### src/rtl/btst_pkg.sv
package btst_pkg;
  localparam int TOK_W = 2;

  typedef enum logic [1:0] {
    TK_NONE   = 2'd0,
    TK_PFETCH = 2'd1,
    TK_READ   = 2'd2,
    TK_IDLE   = 2'd3
  } tok_e;

  // combined effective-address codes (mode 7 folds in the register field)
  localparam logic [4:0] EA_DREG = 5'h00;
  localparam logic [4:0] EA_IND  = 5'h02;
  localparam logic [4:0] EA_POST = 5'h03;
  localparam logic [4:0] EA_PRE  = 5'h04;
  localparam logic [4:0] EA_D16  = 5'h05;
  localparam logic [4:0] EA_IDX  = 5'h06;
  localparam logic [4:0] EA_ABSW = 5'h10;
  localparam logic [4:0] EA_ABSL = 5'h11;
  localparam logic [4:0] EA_PCD  = 5'h12;
  localparam logic [4:0] EA_PCI  = 5'h13;
endpackage

### src/rtl/btst_decode.sv
module btst_decode
  import btst_pkg::*;
#(
  parameter int MAX_TOK = 5,
  parameter int CNT_W   = $clog2(MAX_TOK + 1)
) (
  input  logic [15:0]              opcode,
  output logic                     legal,
  output logic                     long_op,
  output logic                     post_inc,
  output logic                     pre_dec,
  output logic [4:0]               ea_code,
  output logic [2:0]               bit_reg,
  output logic [MAX_TOK*TOK_W-1:0] seq,
  output logic [CNT_W-1:0]         seq_len
);
  localparam int SW = MAX_TOK * TOK_W;

  logic             is_dyn;
  logic             is_stat;
  logic             mode_ok;
  logic [SW-1:0]    base_seq;
  logic [CNT_W-1:0] base_len;

  always_comb begin
    is_dyn   = (opcode & 16'hF1C0) == 16'h0100;
    is_stat  = (opcode & 16'hFFC0) == 16'h0800;
    ea_code  = (opcode[5:3] == 3'd7) ? {2'b10, opcode[2:0]} : {2'b00, opcode[5:3]};
    mode_ok  = 1'b1;
    base_seq = '0;
    base_len = '0;
    // token 0 sits in the least significant slot
    case (ea_code)
      EA_DREG: begin
        base_seq = SW'({TK_IDLE, TK_PFETCH});
        base_len = CNT_W'(2);
      end
      EA_IND, EA_POST: begin
        base_seq = SW'({TK_PFETCH, TK_READ});
        base_len = CNT_W'(2);
      end
      EA_PRE: begin
        base_seq = SW'({TK_PFETCH, TK_READ, TK_IDLE});
        base_len = CNT_W'(3);
      end
      EA_D16, EA_IDX, EA_ABSW, EA_PCD, EA_PCI: begin
        base_seq = SW'({TK_PFETCH, TK_READ, TK_PFETCH});
        base_len = CNT_W'(3);
      end
      EA_ABSL: begin
        base_seq = SW'({TK_PFETCH, TK_READ, TK_PFETCH, TK_PFETCH});
        base_len = CNT_W'(4);
      end
      default: mode_ok = 1'b0;
    endcase

    legal    = (is_dyn | is_stat) & mode_ok;
    long_op  = (ea_code == EA_DREG);
    post_inc = (ea_code == EA_POST);
    pre_dec  = (ea_code == EA_PRE);
    bit_reg  = opcode[11:9];

    if (is_stat) begin
      // extension word fetch goes first
      seq     = {base_seq[SW-TOK_W-1:0], TK_PFETCH};
      seq_len = base_len + CNT_W'(1);
    end else begin
      seq     = base_seq;
      seq_len = base_len;
    end
  end
endmodule

### src/rtl/btst_token_seq.sv
module btst_token_seq
  import btst_pkg::*;
#(
  parameter int MAX_TOK = 5,
  parameter int CNT_W   = $clog2(MAX_TOK + 1)
) (
  input  logic                     clk,
  input  logic                     rst,
  input  logic                     load,
  input  logic [MAX_TOK*TOK_W-1:0] ld_seq,
  input  logic [CNT_W-1:0]         ld_len,
  input  logic                     ld_post,
  input  logic                     ld_pre,
  input  logic                     advance,
  output logic                     tok_valid,
  output logic [TOK_W-1:0]         tok_kind,
  output logic                     done,
  output logic                     areg_inc,
  output logic                     areg_dec
);
  localparam int SW = MAX_TOK * TOK_W;

  logic [SW-1:0]    q;
  logic [CNT_W-1:0] rem;
  logic             post_r;
  logic             pre_r;

  assign tok_valid = (rem != '0);
  assign tok_kind  = q[TOK_W-1:0];
  assign done      = (rem == CNT_W'(1));

  always_ff @(posedge clk) begin
    if (rst) begin
      q        <= '0;
      rem      <= '0;
      post_r   <= 1'b0;
      pre_r    <= 1'b0;
      areg_inc <= 1'b0;
      areg_dec <= 1'b0;
    end else begin
      areg_inc <= 1'b0;
      areg_dec <= 1'b0;
      if (load) begin
        q      <= ld_seq;
        rem    <= ld_len;
        post_r <= ld_post;
        pre_r  <= ld_pre;
      end else if (tok_valid && advance) begin
        q        <= q >> TOK_W;
        rem      <= rem - CNT_W'(1);
        areg_inc <= post_r && (q[TOK_W-1:0] == TK_READ);
        areg_dec <= pre_r && (q[TOK_W-1:0] == TK_IDLE);
      end
    end
  end


  tok_hold_chk: assert property (@(posedge clk) disable iff (rst)
    (tok_valid && !advance) |=> (tok_valid && $stable(tok_kind)));

  done_last_chk: assert property (@(posedge clk) disable iff (rst)
    done |-> tok_valid);

  seq_end_chk: assert property (@(posedge clk) disable iff (rst)
    (done && advance) |=> !tok_valid);

  rem_range_chk: assert property (@(posedge clk) disable iff (rst)
    rem <= CNT_W'(MAX_TOK));

  inc_single_chk: assert property (@(posedge clk) disable iff (rst)
    areg_inc |=> !areg_inc);

  adj_excl_chk: assert property (@(posedge clk) disable iff (rst)
    $onehot0({areg_inc, areg_dec}));
endmodule

### src/rtl/btst_zero.sv
module btst_zero #(
  parameter int DATA_W = 32,
  parameter int BYTE_W = 8
) (
  input  logic              clk,
  input  logic              rst,
  input  logic              active,
  input  logic              load,
  input  logic              ld_long,
  input  logic              bsrc_vld,
  input  logic [DATA_W-1:0] bsrc_val,
  input  logic              opnd_vld,
  input  logic [DATA_W-1:0] opnd_val,
  output logic              zero_flag
);
  localparam int BN_W = $clog2(DATA_W);
  localparam int BB_W = $clog2(BYTE_W);
  localparam logic [DATA_W-1:0] MOD_L = DATA_W'(DATA_W);

  logic [BN_W-1:0] bitnum;
  logic [BN_W-1:0] sel;
  logic            long_r;

  always_comb begin
    sel = long_r ? bitnum : BN_W'(bitnum[BB_W-1:0]);
  end

  always_ff @(posedge clk) begin
    if (rst) begin
      bitnum    <= '0;
      long_r    <= 1'b0;
      zero_flag <= 1'b0;
    end else begin
      if (load) long_r <= ld_long;
      if (active && bsrc_vld) bitnum <= BN_W'(bsrc_val % MOD_L);
      if (active && opnd_vld) zero_flag <= ~opnd_val[sel];
    end
  end


  zero_hold_chk: assert property (@(posedge clk) disable iff (rst)
    !(active && opnd_vld) |=> $stable(zero_flag));
endmodule

### src/rtl/btst_seq.sv
module btst_seq
  import btst_pkg::*;
#(
  parameter int MAX_TOK = 5,
  parameter int DATA_W  = 32
) (
  input  logic              clk,
  input  logic              rst,
  input  logic              start,
  input  logic [15:0]       opcode,
  input  logic              advance,
  input  logic              bitsrc_vld,
  input  logic [DATA_W-1:0] bitsrc_val,
  input  logic              operand_vld,
  input  logic [DATA_W-1:0] operand_val,
  output logic              illegal,
  output logic              size_long,
  output logic [2:0]        bit_reg,
  output logic [4:0]        ea_code,
  output logic [2:0]        ea_areg,
  output logic              tok_valid,
  output logic [1:0]        tok_kind,
  output logic              done,
  output logic              areg_inc,
  output logic              areg_dec,
  output logic              zero_flag
);
  localparam int CNT_W = $clog2(MAX_TOK + 1);
  localparam int SW    = MAX_TOK * TOK_W;

  logic             d_legal;
  logic             d_long;
  logic             d_post;
  logic             d_pre;
  logic [4:0]       d_ea;
  logic [2:0]       d_breg;
  logic [SW-1:0]    d_seq;
  logic [CNT_W-1:0] d_len;
  logic             accept;
  logic             load;

  btst_decode #(.MAX_TOK(MAX_TOK), .CNT_W(CNT_W)) u_dec (
    .opcode  (opcode),
    .legal   (d_legal),
    .long_op (d_long),
    .post_inc(d_post),
    .pre_dec (d_pre),
    .ea_code (d_ea),
    .bit_reg (d_breg),
    .seq     (d_seq),
    .seq_len (d_len)
  );

  assign accept = start && !tok_valid;
  assign load   = accept && d_legal;

  btst_token_seq #(.MAX_TOK(MAX_TOK), .CNT_W(CNT_W)) u_seq (
    .clk      (clk),
    .rst      (rst),
    .load     (load),
    .ld_seq   (d_seq),
    .ld_len   (d_len),
    .ld_post  (d_post),
    .ld_pre   (d_pre),
    .advance  (advance),
    .tok_valid(tok_valid),
    .tok_kind (tok_kind),
    .done     (done),
    .areg_inc (areg_inc),
    .areg_dec (areg_dec)
  );

  btst_zero #(.DATA_W(DATA_W)) u_zero (
    .clk      (clk),
    .rst      (rst),
    .active   (tok_valid),
    .load     (load),
    .ld_long  (d_long),
    .bsrc_vld (bitsrc_vld),
    .bsrc_val (bitsrc_val),
    .opnd_vld (operand_vld),
    .opnd_val (operand_val),
    .zero_flag(zero_flag)
  );

  always_ff @(posedge clk) begin
    if (rst) begin
      illegal   <= 1'b0;
      size_long <= 1'b0;
      bit_reg   <= '0;
      ea_code   <= '0;
      ea_areg   <= '0;
    end else begin
      illegal <= accept && !d_legal;
      if (load) begin
        size_long <= d_long;
        bit_reg   <= d_breg;
        ea_code   <= d_ea;
        ea_areg   <= opcode[2:0];
      end
    end
  end


  illegal_quiet_chk: assert property (@(posedge clk) disable iff (rst)
    illegal |-> !tok_valid);

  illegal_pulse_chk: assert property (@(posedge clk) disable iff (rst)
    (illegal && !start) |=> !illegal);
endmodule

### config.mk
export PLATFORM = sky130hd
export DESIGN_NAME = btst_seq
export DESIGN_NICKNAME = d
export VERILOG_FILES = /design/src/rtl/btst_pkg.sv /design/src/rtl/btst_decode.sv /design/src/rtl/btst_token_seq.sv /design/src/rtl/btst_zero.sv /design/src/rtl/btst_seq.sv
export SDC_FILE = /design/constraint.sdc
export NUM_CORES = 1
export LEC_CHECK = 0
export ABC_CLOCK_PERIOD_IN_PS = 5700
export CAP_MARGIN = 20
export CORE_MARGIN = 2
export CORE_UTILIZATION = 45
export DETAILED_ROUTE_END_ITERATION = 12
export DONT_BUFFER_PORTS = 1
export GPL_TIMING_DRIVEN = 0
export PLACE_DENSITY = 0.63
export SKIP_LAST_GASP = 1
export SYNTH_ARGS = -nofsm -noshare
export SYNTH_HDL_FRONTEND = slang
export SYNTH_SLANG_ARGS = --single-unit
### constraint.sdc
create_clock -name clk -period 5.7 [get_ports clk]
set_input_delay 0.855 -clock clk [delete_from_list [all_inputs] [get_ports clk]]
set_output_delay 0.855 -clock clk [all_outputs]
set_load 0.02 [all_outputs]
==> reports/qor.log <==
INFO  synthesis      synthDominantAreaCellType=sky130_fd_sc_hd__dfxtp_1
INFO  critical_path  crit_fanout=10
INFO  power_and_ir_drop leakagePower=0.687nW
INFO  global_route   grt_pass1_vias=1607
INFO  placed_design  buffer_ports.inserted=0
INFO  critical_path  worst_path_dominant_cell_family=buffers and inverters
INFO  global_route   grt_usage=19.2%
INFO  power_and_ir_drop power_frac_seq=40.2%
INFO  floorplanning  core_area=0.00429mm^2
INFO  drt            number_of_design_rule_violations_left_by_the_first_detailed_router_iteration=59
INFO  global_route   grt_antenna_before_repair=0
INFO  placed_design  instance_count_after_placement_with_tap_cells_included=304
INFO  floorplanning  die_height=70.3um
INFO  critical_path  setup.worst_path.end_class=output port
INFO  synthesis      synth.cell_area=0.00198mm^2
INFO  timing         finalSetupViolations=0
INFO  synthesis      syn-mean-instance-area=7.84um^2
INFO  placed_design  hpwl=3470um
INFO  critical_path  timing.critical_path.from=u_seq.rem[0]
INFO  timing         final-hold-violation-count=0
INFO  clock_network  tritoncts=built
INFO  global_route   grt_pass1_wl=7440um
INFO  power_and_ir_drop power.total=713uW
INFO  clock_network  cts-root-buf=sky130_fd_sc_hd__clkbuf_8
INFO  power_and_ir_drop p_comb_share=35.0%
INFO  clock_network  postCtsSetupRepairBufs=0
INFO  placed_design  placement.setup.worst_slack=3110ps
INFO  critical_path  critical-path-max-stage-delay=490ps
INFO  run            max-cap-violations=0
INFO  drt            vias=1771
INFO  clock_network  htree_levels=2
INFO  timing         grt_setup_unrepaired=false
INFO  clock_network  cts.hold.buffers_added=0
INFO  power_and_ir_drop p_int=450uW
INFO  clock_network  cts_buffers=5
INFO  drt            drc=0
INFO  critical_path  worst_setup_path_start_kind=flop
INFO  global_route   grt_max_degree=11
INFO  finish         nNetsFinal=349
INFO  finish         largest-register=u_seq.q
INFO  drt            drt_pre_antenna_iters=4
INFO  power_and_ir_drop power.switching_fraction=36.8%
INFO  drt            drt_wl_total=4530um
INFO  finish         finalCoreUtilization=49.5%
INFO  clock_network  cts.clk_slew.worst_paths=70ps
INFO  synthesis      syn-num-nets=342
INFO  critical_path  timing.critical_path.arrival=1500ps
INFO  placed_design  place.gp.congestion=0.812
INFO  power_and_ir_drop peakVddDrop=0.000128V
INFO  drt            ant_nets=0
INFO  power_and_ir_drop power.clock.fraction=24.8%
INFO  synthesis      synth.top_cell.area_share=33.4%
INFO  timing         layout_setup_ws=3350ps
INFO  timing         final.min_clock_period=2350ps
INFO  status         status=finished, final reports clean
INFO  synthesis      post_synth_inst_count=252
INFO  worst_hold_path timing.hold.worst.start=u_seq.pre_r
INFO  timing         min_period_over_period=41.3%
INFO  critical_path  worst-endpoint-required=4850ps
INFO  finish         biggestRegsByFlops=u_seq.q: 8 flops, u_zero.bitnum: 5 flops, ea_code: 4 flops
INFO  global_route   grt_remaining_overflow=0
INFO  finish         layout-area-overhead-vs-synth=7.66%
INFO  critical_path  worstPathCellList=inv_1 > ha_1 > nand2b_1 > clkbuf_1
INFO  clock_network  cts.repair.resized=0
INFO  critical_path  rr_startpoint=u_seq.rem[0]
INFO  finish         fin_cells=311
INFO  finish         largest_register_ffs=8
INFO  drt            via_density_per_instance=5.69
INFO  clock_network  insertion_delay=280ps
INFO  critical_path  setup.worst_path.class=flop to output port
INFO  timing         worst-slew-pin-transition=631ps
INFO  drt            wl_per_cell=14.6um
INFO  critical_path  critical_path.slowest_cell=sky130_fd_sc_hd__clkbuf_1
INFO  timing         totalNegativeSetupSlack=0ps
INFO  synthesis      netlist_top_cells_area=sky130_fd_sc_hd__dfxtp_1 (33%), sky130_fd_sc_hd__mux2i_1 (9.6%), sky130_fd_sc_hd__nand2_1 (9.5%)
INFO  synthesis      synth_cell_type_count=45
INFO  floorplanning  io-pin-count=106
INFO  finish         antenna_cells_inserted=0
INFO  timing         number_of_pins_with_negative_max_slew_slack_in_the_final_report=0
INFO  synthesis      postSynthRegisterBits=33
INFO  floorplanning  floorplan.die_area=0.00494mm^2
INFO  critical_path  crit_buf_inv=2
INFO  synthesis      seq_area_frac_synth=33.4%
INFO  floorplanning  die_w=70.3um
INFO  timing         max_freq=425MHz
INFO  synthesis      synthesis.yosys.warnings=0
INFO  clock_network  clock_sinks=33
INFO  floorplanning  start_util=46.0%
INFO  power_and_ir_drop net_sw_power=263uW
INFO  timing         slew_limit_headroom=57.9%
INFO  floorplanning  rows=24
INFO  clock_network  clk_path_buf_depth=2
INFO  worst_hold_path path_category_of_the_worst_min_delay_check=flop to flop
INFO  power_and_ir_drop cellPowerDensity=335mW/mm^2
INFO  timing         final.setup_skew=7.66ps
INFO  finish         layout-drive-gt1-share=9.27%
[synthesized netlist by cell type, drive strengths merged]
master and n:
or2 1, nor2b 7, o221ai 1, nand3b 5
dfxtp 33, and3b 1, mux2 3, or3 1
conb 1, o21bai 1, inv 2, nand3 19
nand4bb 1, nor4 2, a22oi 3, a311oi 1
a211oi 6, clkbuf 8, buf 12, o21a 1
nor3 7, a21oi 28, o21ai 2, nand2 50
nor4b 3, mux2i 19, nand2b 4, xor2 1
and2 1, o211ai 4, nor2 7, o41ai 1
or4 1, ha 4, xnor2 1, o22ai 1
nor3b 2, and3 4, a211o 1, nand4 2
[final timing paths]
kind               endpoint  slack (ps)  depth (start not counted)
max reg2reg      u_seq.q[1]        3440                          9
max               tok_valid        3350                          4
min          u_seq.areg_dec         440                          2
min reg2reg  u_seq.areg_dec         440                          2
[worst min-delay path, cell delays in order, from the launching register on]
cell	delay, ps
sky130_fd_sc_hd__dfxtp_1	310
sky130_fd_sc_hd__nand2_1	50
sky130_fd_sc_hd__nor4b_1	40
[kinds of logic (layout without fill, tap and decap cells)]
kind of cell / after synthesis / in the layout / synth area share, %
other cells: 1 / 1 / 0.190
compound gates: 50 / 50 / 15.4
xor+xnor: 2 / 2 / 0.887
flops: 33 / 33 / 33.4
mux: 22 / 22 / 11.3
buf+inv: 22 / 29 / 5.70
fa+ha+maj: 4 / 4 / 2.53
simple gates: 118 / 118 / 30.5
[placed cells by master (no fill, tap or decap), types with 5 or more instances in the layout]
cell and count:
sky130_fd_sc_hd__nand3_1 19, sky130_fd_sc_hd__nor2_1 7, sky130_fd_sc_hd__a211oi_1 6, sky130_fd_sc_hd__nand3b_1 5, sky130_fd_sc_hd__clkbuf_1 9, sky130_fd_sc_hd__buf_2 6, sky130_fd_sc_hd__nand2_1 50, sky130_fd_sc_hd__nor2b_1 7
sky130_fd_sc_hd__clkbuf_8 6, sky130_fd_sc_hd__dfxtp_1 33, sky130_fd_sc_hd__nor3_1 7, sky130_fd_sc_hd__a21oi_1 28, sky130_fd_sc_hd__mux2i_1 19
[per-stage QoR]
step	hold slack [ps]	area (um^2)
after CTS	448	2130
after detailed placement	436	2040
after global routing	470	2130
after global placement	439	2040
final	438	2130
after floorplan	421	1980
[power by group through the flow]
| stage | clock [mW] | sequential [mW] | combinational [mW] |
|---|---|---|---|
| floorplan | 0 | 0.286 | 0.207 |
| global placement | 0 | 0.291 | 0.245 |
| detailed placement | 0 | 0.292 | 0.251 |
| CTS | 0.184 | 0.287 | 0.252 |
| global route | 0.194 | 0.291 | 0.277 |
| finish | 0.177 | 0.287 | 0.249 |
[final cells by class]
cell class / instances / area [um^2]
fillers: 472 / 2170
flip-flops and latches: 33 / 661
multi-input cells: 197 / 1200
inverters: 2 / 7.51
clock buffers: 7 / 86.3
plain buffers: 20 / 105
well taps: 52 / 65.1
[per-layer routing]
metal | track usage, % | part of all wire (%)
met1 | 24.5 | 45
met2 | 30.6 | 46
met3 | 5.63 | 6.9
met4 | 7.05 | 1.6
met5 | 0 | 0
Power figures use the tool's default switching activity.
